**src/rtl/mc_stage_seq.sv**
```systemverilog
module mc_stage_seq #(
  parameter int FETCH_CLKS = 2,
  parameter int DEC_CLKS   = 1,
  parameter int EXEC_CLKS  = 2,
  parameter int MEM_CLKS   = 2,
  parameter int WB_CLKS    = 1
) (
  input  logic       clk,
  input  logic       rst,
  input  logic [1:0] insn_class,
  output logic [2:0] stage,
  output logic       fetch_en,
  output logic       dec_en,
  output logic       exec_en,
  output logic       mem_en,
  output logic       wb_en,
  output logic       ir_load,
  output logic       mem_sel_data,
  output logic       insn_done
);

  localparam int M1   = FETCH_CLKS > DEC_CLKS ? FETCH_CLKS : DEC_CLKS;
  localparam int M2   = EXEC_CLKS > MEM_CLKS ? EXEC_CLKS : MEM_CLKS;
  localparam int M3   = M1 > M2 ? M1 : M2;
  localparam int MAXC = M3 > WB_CLKS ? M3 : WB_CLKS;
  localparam int CW   = MAXC > 1 ? $clog2(MAXC) : 1;

  localparam logic [2:0] ST_F = 3'd0;
  localparam logic [2:0] ST_D = 3'd1;
  localparam logic [2:0] ST_E = 3'd2;
  localparam logic [2:0] ST_M = 3'd3;
  localparam logic [2:0] ST_W = 3'd4;

  localparam logic [1:0] CL_LOAD  = 2'd0;
  localparam logic [1:0] CL_STORE = 2'd1;
  localparam logic [1:0] CL_REG   = 2'd2;
  localparam logic [1:0] CL_BR    = 2'd3;

  logic [2:0]    stage_q, stage_nx;
  logic [CW-1:0] cnt_q, last_cnt;
  logic [1:0]    cls_q;
  logic          last;

  always_comb begin
    case (stage_q)
      ST_F:    last_cnt = CW'(FETCH_CLKS - 1);
      ST_D:    last_cnt = CW'(DEC_CLKS - 1);
      ST_E:    last_cnt = CW'(EXEC_CLKS - 1);
      ST_M:    last_cnt = CW'(MEM_CLKS - 1);
      default: last_cnt = CW'(WB_CLKS - 1);
    endcase
  end

  assign last = (cnt_q == last_cnt);

  always_comb begin
    case (stage_q)
      ST_F:    stage_nx = ST_D;
      ST_D:    stage_nx = ST_E;
      ST_E:    stage_nx = (cls_q == CL_BR)  ? ST_F :
                          (cls_q == CL_REG) ? ST_W : ST_M;
      ST_M:    stage_nx = (cls_q == CL_STORE) ? ST_F : ST_W;
      default: stage_nx = ST_F;
    endcase
  end

  always_ff @(posedge clk) begin
    if (rst) begin
      stage_q <= ST_F;
      cnt_q   <= '0;
      cls_q   <= CL_LOAD;
    end else begin
      if (stage_q == ST_D && last) cls_q <= insn_class;
      if (last) begin
        stage_q <= stage_nx;
        cnt_q   <= '0;
      end else begin
        cnt_q   <= cnt_q + 1'b1;
      end
    end
  end

  assign stage        = stage_q;
  assign fetch_en     = (stage_q == ST_F);
  assign dec_en       = (stage_q == ST_D);
  assign exec_en      = (stage_q == ST_E);
  assign mem_en       = (stage_q == ST_M);
  assign wb_en        = (stage_q == ST_W);
  assign ir_load      = fetch_en && last;
  assign mem_sel_data = mem_en;
  assign insn_done    = last && !fetch_en && (stage_nx == ST_F);

endmodule

```
**config.mk**
```make
export PLATFORM = sky130hd
export DESIGN_NAME = mc_stage_seq
export DESIGN_NICKNAME = d
export VERILOG_FILES = /design/src/rtl/mc_stage_seq.sv
export SDC_FILE = /design/constraint.sdc
export NUM_CORES = 1
export LEC_CHECK = 0
export ABC_AREA = 1
export BUFFER_PORTS_ARGS = -buffer_cell sky130_fd_sc_hd__buf_2
export CAP_MARGIN = 20
export CELL_PAD_IN_SITES_DETAIL_PLACEMENT = 2
export CELL_PAD_IN_SITES_GLOBAL_PLACEMENT = 2
export CORE_MARGIN = 8
export CORE_UTILIZATION = 24
export CTS_BUF_LIST = sky130_fd_sc_hd__clkbuf_4
export DETAILED_ROUTE_END_ITERATION = 16
export PLACE_DENSITY = 0.92
export SLEW_MARGIN = 20
export SYNTH_ARGS = -nofsm -noshare
export SYNTH_HDL_FRONTEND = slang
export SYNTH_SLANG_ARGS = --single-unit
```
**constraint.sdc**
```tcl
create_clock -name clk -period 1.9 [get_ports clk]
set_input_delay 0.095 -clock clk [delete_from_list [all_inputs] [get_ports clk]]
set_output_delay 0.095 -clock clk [all_outputs]
set_load 0.005 [all_outputs]
```
==> metrics.cfg <==
[timing]
fin_crit_sh=0.7694
fmax_mhz=684.0
relSlewSlack=0.7922
period_minus_slack_ns=1.462
skew_ns=0.0009584
rsz0062_at_grt=no
holdWs_ns=0.05194
setup_viol=0
totalNegativeSetupSlack_ns=0
hold_violations=0
drv_slew=0
fin_ws_ns=0.4381
worst_slew_pin_slew_ns=0.3113

[power]
p_seq_frac=0.261
p_comb_frac=0.612
p_sw_frac=0.5165
p_clk_frac=0.127
peakVddDrop_mv=0.4894
p_sw_uw=484.2
p_per_area_mw_per_mm2=2064
p_int_uw=453.3
p_leak_uw=0.0002565

[placement]
place_ws_ns=0.6669
postPlaceCellArea_sq_um=431.7
portBuffers=14
routabilityCongestion=0.7610
dp_hpwl_mm=1.179

[global_route]
grt_pass1_wl_mm=2.221
grtUsageTotal=0.1081
antenna_found_initial=0
grt_pass1_vias=483
overflow=0
grt_max_degree=7

[setup_path]
crit_path_max_fanout=5
crit_path_top_delay_cell=dfxtp_1
crit_arrival_ns=1.37
crit_chain=inv_2, nand2_2, nor2_2, inv_2, nand3_1, nor2_1, buf_2
critPathKind=reg -> out
cp.required_ns=1.80
crit_family=simple AND/OR/NAND/NOR gates
path_buf_inv=3
start_kind=register
critPathCaptureType=primary output
path_depth=7
crit_top_cell=inv_2
rr_worst_depth=7
slowest_delay_ns=0.39

[route]
route.detailed.drc=0
antenna_left=0
wirelength_mm=1.386
post_drt_wl_per_cell_microns=15.57
drtPass1Iterations=1
dr.first_iter.drc_count=0
post_drt_via_cell_ratio=4.730
vias=421

[final_layout]
num-nets-final=80
drive_gt1_frac=0.3243
syn2layout_area_growth_pct=29.64
fin_util=0.3405
n_antenna_cell=0
final_area_sq_um=454.2
fillers=170

[synthesis]
synth.avg_cell_area_sq_um=6.040
synthCells=58
ys_warn_count=0
synth-seq-cells=6
syn_area_sq_um=350.3
ys_types=13
syn_nets=62
yosysSeqAreaShare=0.3429

[run_status]
run_status=completed

[run]
maxCapViolations=0

[floorplan]
die_w_microns=54.21
die_area_sq_mm=0.002938
die_h_microns=54.21
io_pins=15
initial_core_util=0.2627
rows=13
core_sq_mm=0.001334

[min_path]
hp-class=in -> reg
hold_depth=2

[clock_network]
cts_buffers=3
clock_latency_ns=0.25
htreeDepth=1
root_buffer=clkbuf_4
cts_setup_buffers=0
postCtsHoldBufs=0
clock_tree.buffer_depth=2
cts.sinks=6
cts_tree=yes
postCtsResizedCells=0
clk_pin_slew_ns=0.04

-- power groups by stage --
stage | Combinational, uW | Sequential (uW) | Clock (uW)
3_3_place_gp | 553 | 240 | 0
5_1_grt | 656 | 253 | 134
3_5_place_dp | 580 | 247 | 0
4_1_cts | 585 | 245 | 127
2_1_floorplan | 360 | 232 | 0
6_report | 573 | 245 | 119
-- cell usage after synthesis --
cell | count | share of area
nand2_1 | 17 | 0.18
nor2_1 | 12 | 0.13
dfxtp_1 | 6 | 0.34
nand3_1 | 6 | 0.086
inv_1 | 5 | 0.054
a21oi_1 | 3 | 0.043
inv_2 | 3 | 0.032
buf_4 | 1 | 0.021
nand2_2 | 1 | 0.018
nand2_4 | 1 | 0.032
nand3_2 | 1 | 0.029
nor2_2 | 1 | 0.018
nor3_1 | 1 | 0.014
-- state kept, by name, indices dropped and copies added (netlist names) --
register  cells
cnt_q         1
stage         3
cls_q         2
-- kinds of logic (layout without fill, tap and decap cells) --
kind of cell | after synthesis | in the layout | synth area share
flip-flops | 6 | 6 | 0.3429
buffers and inverters | 9 | 25 | 0.1072
AND/OR/NAND/NOR | 40 | 40 | 0.5071
AO/OA/AOI/OAI | 3 | 3 | 0.04284
-- worst paths after layout --
path,startpoint,end,slack [ns]
max,stage[1]$_SDFFE_PP0N_,insn_done,0.44
min,rst,cls_q[0]$_SDFFE_PP0P_,0.05
max reg2reg,stage[1]$_SDFFE_PP0N_,stage[0]$_SDFFE_PP0N_,0.66
min reg2reg,cls_q[0]$_SDFFE_PP0P_,cls_q[0]$_SDFFE_PP0P_,0.47
-- final cells by class --
cell class	count	area, sq um	area share
clock buffer	3	22.52	0.04959
inverter	8	30.03	0.06612
multi-input combinational	43	192.7	0.4242
sequential	6	120.1	0.2645
tap	15	18.77	0.04132
timing repair buffer	14	70.07	0.1543
-- through the flow --
| step | instances | power [uW] |
|---|---|---|
| detailed placement | 86 | 827.3 |
| CTS | 89 | 957.6 |
| global placement | 86 | 792.3 |
| global route | 89 | 1043 |
| finish | 89 | 937.5 |
| floorplan | 58 | 591.2 |
-- placed cells by master (no fill, tap or decap) --
master and n:
dfxtp_1 6, clkbuf_4 3, nand2_4 1, nor3_1 1
a21oi_1 3, nand3_2 1, inv_2 3, nand3_1 6
nor2_2 1, nand2_1 17, buf_2 14, nand2_2 1
nor2_1 12, inv_1 5
-- per-layer routing --
metal,global-route usage,wire [microns],part of all wire,vias up
met1,0.1146,603,0.44,194
met4,0.08197,70,0.051,0
met2,0.1813,637,0.46,11
met3,0.02479,74,0.053,7
met5,0,0,0,-
li1,-,-,-,209
Note: power is estimated with default switching activity, not from simulation.
